===== src/rtl/fpu_init_pkg.sv =====
package fpu_init_pkg;
  localparam logic [15:0] CW_DEFAULT = 16'h037F;
  localparam logic [1:0]  TAG_EMPTY  = 2'b11;
  localparam int          EXC_FLAGS  = 6;

  typedef enum logic [1:0] {
    ST_IDLE  = 2'd0,
    ST_WAIT  = 2'd1,
    ST_APPLY = 2'd2
  } init_st_t;
endpackage


===== src/rtl/fpu_init_ctrl.sv =====
module fpu_init_ctrl
  import fpu_init_pkg::*;
(
  input  logic                 clk,
  input  logic                 rst,
  input  logic                 init_valid,
  input  logic                 init_wait,
  input  logic                 cr_em,
  input  logic                 cr_ts,
  input  logic [EXC_FLAGS-1:0] cw_mask,
  input  logic [EXC_FLAGS-1:0] sw_flags,
  input  logic                 svc_done,
  output logic                 init_ready,
  output logic                 busy,
  output logic                 svc_req,
  output logic                 dna_fault,
  output logic                 init_apply
);
  init_st_t st_q, st_d;
  logic accept, blocked, pending, park, fault_q;

  assign init_ready = (st_q == ST_IDLE);
  assign accept     = init_valid && init_ready;
  assign blocked    = cr_em || cr_ts;
  assign pending    = |(sw_flags & ~cw_mask);
  assign park       = accept && !blocked && init_wait && pending;
  assign init_apply = (accept && !blocked && !park) || (st_q == ST_APPLY);
  assign busy       = (st_q != ST_IDLE);
  assign svc_req    = (st_q == ST_WAIT);
  assign dna_fault  = fault_q;

  always_comb begin
    st_d = st_q;
    case (st_q)
      ST_IDLE:  if (park) st_d = ST_WAIT;
      ST_WAIT:  if (svc_done) st_d = ST_APPLY;
      ST_APPLY: st_d = ST_IDLE;
      default:  st_d = ST_IDLE;
    endcase
  end

  always_ff @(posedge clk) begin
    if (rst) begin
      st_q    <= ST_IDLE;
      fault_q <= 1'b0;
    end else begin
      st_q    <= st_d;
      fault_q <= accept && blocked;
    end
  end


  fault_blocks_chk: assert property (@(posedge clk) disable iff (rst)
    (accept && blocked) |-> !init_apply);

  fault_pulse_chk: assert property (@(posedge clk) disable iff (rst)
    (accept && blocked) |=> (dna_fault && !svc_req));

  svc_hold_chk: assert property (@(posedge clk) disable iff (rst)
    svc_req |-> !init_apply);

  svc_release_chk: assert property (@(posedge clk) disable iff (rst)
    (svc_req && svc_done) |=> init_apply);

  ready_busy_chk: assert property (@(posedge clk) disable iff (rst)
    busy |-> !init_ready);
endmodule


===== src/rtl/fpu_state_regs.sv =====
module fpu_state_regs
  import fpu_init_pkg::*;
#(
  parameter int NUM_REGS = 8,
  parameter int IP_W     = 32,
  parameter int DP_W     = 32,
  parameter int OP_W     = 11
) (
  input  logic                  clk,
  input  logic                  rst,
  input  logic                  init_apply,
  input  logic                  wr_cw_en,
  input  logic [15:0]           wr_cw,
  input  logic                  wr_sw_en,
  input  logic [15:0]           wr_sw,
  input  logic                  wr_tw_en,
  input  logic [2*NUM_REGS-1:0] wr_tw,
  input  logic                  wr_ptr_en,
  input  logic [IP_W-1:0]       wr_ip,
  input  logic [DP_W-1:0]       wr_dp,
  input  logic [OP_W-1:0]       wr_op,
  output logic [15:0]           cw,
  output logic [15:0]           sw,
  output logic [2*NUM_REGS-1:0] tw,
  output logic [IP_W-1:0]       ip,
  output logic [DP_W-1:0]       dp,
  output logic [OP_W-1:0]       opc
);
  localparam int TW_W = 2 * NUM_REGS;

  logic load_dflt;
  assign load_dflt = rst || init_apply;

  always_ff @(posedge clk) begin
    if (load_dflt) begin
      cw  <= CW_DEFAULT;
      sw  <= '0;
      ip  <= '0;
      dp  <= '0;
      opc <= '0;
    end else begin
      if (wr_cw_en) cw <= wr_cw;
      if (wr_sw_en) sw <= wr_sw;
      if (wr_ptr_en) begin
        ip  <= wr_ip;
        dp  <= wr_dp;
        opc <= wr_op;
      end
    end
  end

  for (genvar g = 0; g < NUM_REGS; g++) begin : g_tag
    logic [1:0] tag_q;
    always_ff @(posedge clk) begin
      if (load_dflt)     tag_q <= TAG_EMPTY;
      else if (wr_tw_en) tag_q <= wr_tw[2*g +: 2];
    end
    assign tw[2*g +: 2] = tag_q;
  end


  hw_reset_dflt_chk: assert property (@(posedge clk)
    rst |=> (cw == CW_DEFAULT && sw == '0 && tw == {TW_W{1'b1}}));

  init_cw_chk: assert property (@(posedge clk) disable iff (rst)
    init_apply |=> cw == CW_DEFAULT);

  init_sw_chk: assert property (@(posedge clk) disable iff (rst)
    init_apply |=> sw == '0);

  init_tw_chk: assert property (@(posedge clk) disable iff (rst)
    init_apply |=> tw == {TW_W{1'b1}});

  init_ptr_chk: assert property (@(posedge clk) disable iff (rst)
    init_apply |=> (ip == '0 && dp == '0 && opc == '0));
endmodule


===== src/rtl/fpu_state_init.sv =====
module fpu_state_init
  import fpu_init_pkg::*;
#(
  parameter int NUM_REGS = 8,
  parameter int IP_W     = 32,
  parameter int DP_W     = 32,
  parameter int OP_W     = 11
) (
  input  logic                  clk,
  input  logic                  rst,
  input  logic                  init_valid,
  input  logic                  init_wait,
  output logic                  init_ready,
  input  logic                  cr_em,
  input  logic                  cr_ts,
  input  logic                  svc_done,
  output logic                  svc_req,
  output logic                  busy,
  output logic                  dna_fault,
  input  logic                  wr_cw_en,
  input  logic [15:0]           wr_cw,
  input  logic                  wr_sw_en,
  input  logic [15:0]           wr_sw,
  input  logic                  wr_tw_en,
  input  logic [2*NUM_REGS-1:0] wr_tw,
  input  logic                  wr_ptr_en,
  input  logic [IP_W-1:0]       wr_ip,
  input  logic [DP_W-1:0]       wr_dp,
  input  logic [OP_W-1:0]       wr_op,
  output logic [15:0]           cw,
  output logic [15:0]           sw,
  output logic [2*NUM_REGS-1:0] tw,
  output logic [IP_W-1:0]       ip,
  output logic [DP_W-1:0]       dp,
  output logic [OP_W-1:0]       opc
);
  logic init_apply;

  fpu_init_ctrl u_ctrl (
    .clk        (clk),
    .rst        (rst),
    .init_valid (init_valid),
    .init_wait  (init_wait),
    .cr_em      (cr_em),
    .cr_ts      (cr_ts),
    .cw_mask    (cw[EXC_FLAGS-1:0]),
    .sw_flags   (sw[EXC_FLAGS-1:0]),
    .svc_done   (svc_done),
    .init_ready (init_ready),
    .busy       (busy),
    .svc_req    (svc_req),
    .dna_fault  (dna_fault),
    .init_apply (init_apply)
  );

  fpu_state_regs #(
    .NUM_REGS (NUM_REGS),
    .IP_W     (IP_W),
    .DP_W     (DP_W),
    .OP_W     (OP_W)
  ) u_regs (
    .clk        (clk),
    .rst        (rst),
    .init_apply (init_apply),
    .wr_cw_en   (wr_cw_en),
    .wr_cw      (wr_cw),
    .wr_sw_en   (wr_sw_en),
    .wr_sw      (wr_sw),
    .wr_tw_en   (wr_tw_en),
    .wr_tw      (wr_tw),
    .wr_ptr_en  (wr_ptr_en),
    .wr_ip      (wr_ip),
    .wr_dp      (wr_dp),
    .wr_op      (wr_op),
    .cw         (cw),
    .sw         (sw),
    .tw         (tw),
    .ip         (ip),
    .dp         (dp),
    .opc        (opc)
  );
endmodule


===== config.mk =====
export PLATFORM = sky130hd
export DESIGN_NAME = fpu_state_init
export DESIGN_NICKNAME = d
export VERILOG_FILES = /design/src/rtl/fpu_init_pkg.sv /design/src/rtl/fpu_init_ctrl.sv /design/src/rtl/fpu_state_regs.sv /design/src/rtl/fpu_state_init.sv
export SDC_FILE = /design/constraint.sdc
export NUM_CORES = 1
export LEC_CHECK = 0
export ABC_AREA = 1
export BUFFER_PORTS_ARGS = -buffer_cell sky130_fd_sc_hd__buf_4
export CORE_MARGIN = 8
export CORE_UTILIZATION = 42
export DETAILED_ROUTE_END_ITERATION = 8
export GPL_ROUTABILITY_DRIVEN = 0
export HOLD_SLACK_MARGIN = 0.12
export PLACE_DENSITY = 0.77
export SLEW_MARGIN = 20
export SYNTH_ARGS = -nofsm -noshare
export SYNTH_HDL_FRONTEND = slang
export SYNTH_SLANG_ARGS = --single-unit

===== constraint.sdc =====
create_clock -name clk -period 4.11 [get_ports clk]
set_input_delay 0.822 -clock clk [delete_from_list [all_inputs] [get_ports clk]]
set_output_delay 0.822 -clock clk [all_outputs]
set_load 0.005 [all_outputs]

==> parameters.txt <==
Parameter                              Value

Clock network
  CTS tree ... yes
  CTS Root Buffer Type ... sky130_fd_sc_hd__clkbuf_8
  Hold-fix buffer count after cts ... 0
  Level count of the clock H-tree ... 4
  TritonCTS Buffers ... 17
  Total clock sinks ... approximately 130
  Number of buffers inserted to repair setup after CTS ... 0
  Clock slew at the register clock pins of the worst setup and hold paths ... ~0.050 ns
  Max Buffers Root-to-Sink ... 2
  Number of gates given a new drive strength after cts ... 0
  Insertion delay to the later sink of the worst-skew pair ... approximately 0.50 ns

Logic synthesis
  Portion of the post-synthesis area used by sequential elements ... 0.553
  Area share of the largest cell type after synthesis ... 0.553
  Number of synthesized flops with an enable pin ... 0
  Biggest area consumer among synthesized cells ... sky130_fd_sc_hd__dfxtp_1
  Ys Warns ... 0
  Top post-synthesis cells by count ... 126 x sky130_fd_sc_hd__dfxtp_1, 117 x sky130_fd_sc_hd__mux2i_1, 103 x sky130_fd_sc_hd__nor2_1
  Gate count after technology mapping ... 443
  Average cell area after synthesis ... 10.3 um^2
  Top-count cell post-synth ... sky130_fd_sc_hd__dfxtp_1
  Dominant register cell in the synthesized netlist ... sky130_fd_sc_hd__dfxtp_1
  Seq cells post-synth ... 126
  Synth cell types ... 20
  Async SR Flop Fraction ... 0
  Most area-consuming cells after synthesis ... sky130_fd_sc_hd__dfxtp_1 55%, sky130_fd_sc_hd__mux2i_1 26%, sky130_fd_sc_hd__nor2_1 8.5%, sky130_fd_sc_hd__nand3_1 2.7%, sky130_fd_sc_hd__buf_2 2.1%
  Netlist Area Pre-Place ... 0.00456 mm^2
  Net count after synthesis ... a little under 600

Finish
  Number of nets in the layout ... 831
  Area growth from synthesis to final layout ... 55.2%
  Fraction of final layout cells sized beyond drive strength 1 ... 0.415
  Diodes inserted ... 0
  Share of the core filled with cells ... 0.659
  Layout filler cell count ... approximately 880

Route
  Met1 wire length ... roughly 5600 um
  Number of DRC markers in iteration 0 ... between 200 and 250
  Number of remaining DRC errors ... 0
  Antenna-violating nets left ... 0
  Average routed wire per standard cell ... around 16 um
  Vias after detailed routing ... between 3,000 and 4,000
  Vias per std cell ... 4.70
  Met3 Wirelength ... between 1000 and 1500 um
  Max layer used ... met4
  Total Routed Length ... roughly 14,000 um
  Routed wire length on met2 ... between 6000 and 7000 um
  Number of detailed-routing iterations run before antenna repair ... 4

Power and ir drop
  Part of the total power dissipated in the clock network ... 0.431
  Maximum VDD drop ... between 200 and 250 uV
  Power consumption ... roughly 3.0 mW
  Net Switching ... 0.686 mW
  Cell internal power dissipation ... roughly 2.3 mW
  Share of power burned in combinational logic ... 0.130
  Proportion of total power due to net switching ... 0.226
  Cell leakage power ... roughly 3.6 nW
  Part of the power in registers ... 0.439
  PD cells ... roughly 430 mW/mm^2

Die
  Height of the chip ... 120 um
  Placeable core region ... 0.0107 mm^2
  Number of standard-cell rows in the floorplan ... 38
  Die width ... ~120 um
  Die area ... 0.0145 mm^2
  Number of ports placed on the die boundary ... 261
  Initial core utilization ... 0.425

Placement
  Dpl ws ... about 1.3 ns
  HPWL after DPL ... between 10,000 and 15,000 um
  Buffers added on ports ... 260

Timing
  Achievable Freq ... 424 MHz
  Period minus WS final ... ~2.4 ns
  Worst-margin pin slew ... 1.05 ns
  RSZ-0062 raised after global routing ... no
  Setup TNS ... 0 ns
  Final setup viols ... 0
  Final worst setup slack ... 1.75 ns
  Final hold violation count ... 0
  Number of max-slew violations in the final report ... 0
  Remaining max-slew budget at the tightest pin ... 0.303
  Worst Clk Skew ... between 0.01 and 0.015 ns
  Fraction of the cycle the final worst path needs ... 0.573

Critical path
  Reg2Reg Setup Slack ... 1.81 ns
  Worst Path Max Fanout ... approximately 100
  WS Path Type ... primary input to flip-flop
  Endpoint class of the critical path ... flip-flop
  Sum of buffers and inverters on the critical path ... 1
  Data arrival time of the critical path ... 2.76 ns
  Slowest stage cell on the critical path ... sky130_fd_sc_hd__nand2_4
  Endpoint required time on the critical path ... around 4.5 ns
  Cell mode on critical path ... sky130_fd_sc_hd__nor2_1
  Crit-path max cell delay ... 0.61 ns
  Largest delay share family, worst path ... simple AND/OR/NAND/NOR gates
  CP Launch Type ... primary input
  Worst path cell trace ... buf_4 -> nor2_1 -> nand3_2 -> nor2_1 -> nand2_1 -> nand2_2 -> nand2_4 -> nor2_1

Status
  Result of the run ... finished clean

Worst hold path
  Worst min-delay path category ... flip-flop to flip-flop

Flow run
  Max cap viols ... 0

Global routing
  Via count of the first global-routing pass ... about 4,000
  First-pass GRT wire length ... ~21,000 um
  Final global-route overflow total ... 0
  GR Util All Layers ... 0.183
  Number of antenna violations at the first check in global routing ... 0
  Largest net degree at the start of global routing ... 99
==> per-layer routing <==
metal	global-route usage	vias to the layer above
met5	0	-
met4	0.0671	0
met3	0.0751	19
met2	0.318	188
met1	0.198	1805
li1	-	1973
==> sequential cells by signal (all words and copies together) (netlist names) <==
register / cells
u_regs.g_tag.tag_q: 16
u_regs.cw: 16
u_regs.dp: 32
u_ctrl.st_q: 2
u_ctrl.dna_fault: 1
u_regs.sw: 16
u_regs.ip: 32
u_regs.opc: 11
==> cells in the final DEF, fill, tap and decap left out, types with 3 or more instances in the layout <==
cell / netlist / routed
sky130_fd_sc_hd__o21ai_0: 6 / 6
sky130_fd_sc_hd__nor2_1: 103 / 103
sky130_fd_sc_hd__buf_4: 0 / 263
sky130_fd_sc_hd__nand2_1: 16 / 16
sky130_fd_sc_hd__clkbuf_16: 0 / 16
sky130_fd_sc_hd__clkinv_2: 0 / 4
sky130_fd_sc_hd__clkbuf_1: 5 / 4
sky130_fd_sc_hd__nand3_1: 25 / 25
sky130_fd_sc_hd__clkbuf_8: 0 / 3
sky130_fd_sc_hd__dfxtp_1: 126 / 126
sky130_fd_sc_hd__mux2i_1: 117 / 117
sky130_fd_sc_hd__inv_1: 12 / 12
==> layout make-up <==
cell class                 count  area [um^2]  area share
clock buffer                  23          457      0.0645
clock inverter                 7         65.1     0.00918
inverter                      13         48.8     0.00689
multi-input combinational    276         1840       0.260
sequential                   126         2520       0.356
tap                          140          175      0.0247
timing repair buffer         263         1970       0.279
==> per-stage QoR <==
step	std cells	cell area (um^2)	hold slack [ns]
6_report	848	7080	0.494
5_1_grt	848	7080	0.496
4_1_cts	848	7080	0.480
3_5_place_dp	818	6560	0.481
3_3_place_gp	818	6560	0.481
2_1_floorplan	443	4560	0.482
==> cells by family after synthesis <==
kind of cell	count (synthesis)	synth area share
mux	117	0.257
buf+inv	41	0.0439
simple gates	150	0.136
flops	126	0.553
compound gates	9	0.0107
==> worst register-to-register path, delay by kind of cell, from the launching register on <==
kind	cells	cell delay, ns
DFF	1	0.37
and+or+nand+nor	7	1.85
==> power by group through the flow <==
stage	logic [mW]	clock network [mW]	registers [mW]
5_1_grt	0.429	1.40	1.34
4_1_cts	0.401	1.34	1.33
3_3_place_gp	0.391	0	1.35
2_1_floorplan	0.160	0	1.36
3_5_place_dp	0.401	0	1.36
6_report	0.394	1.31	1.33
==> path summary, 6_finish.rpt <==
path	depth (start not counted)	to	start
max	8	u_regs.ip[31]	cr_ts
min reg2reg	2	u_regs.g_tag[0].tag_q[1]	u_regs.g_tag[0].tag_q[1]
max reg2reg	7	u_regs.ip[31]	u_ctrl.st_q[1]
min	2	u_regs.g_tag[0].tag_q[1]	u_regs.g_tag[0].tag_q[1]
No activity file was read; power rests on OpenSTA's default activity.
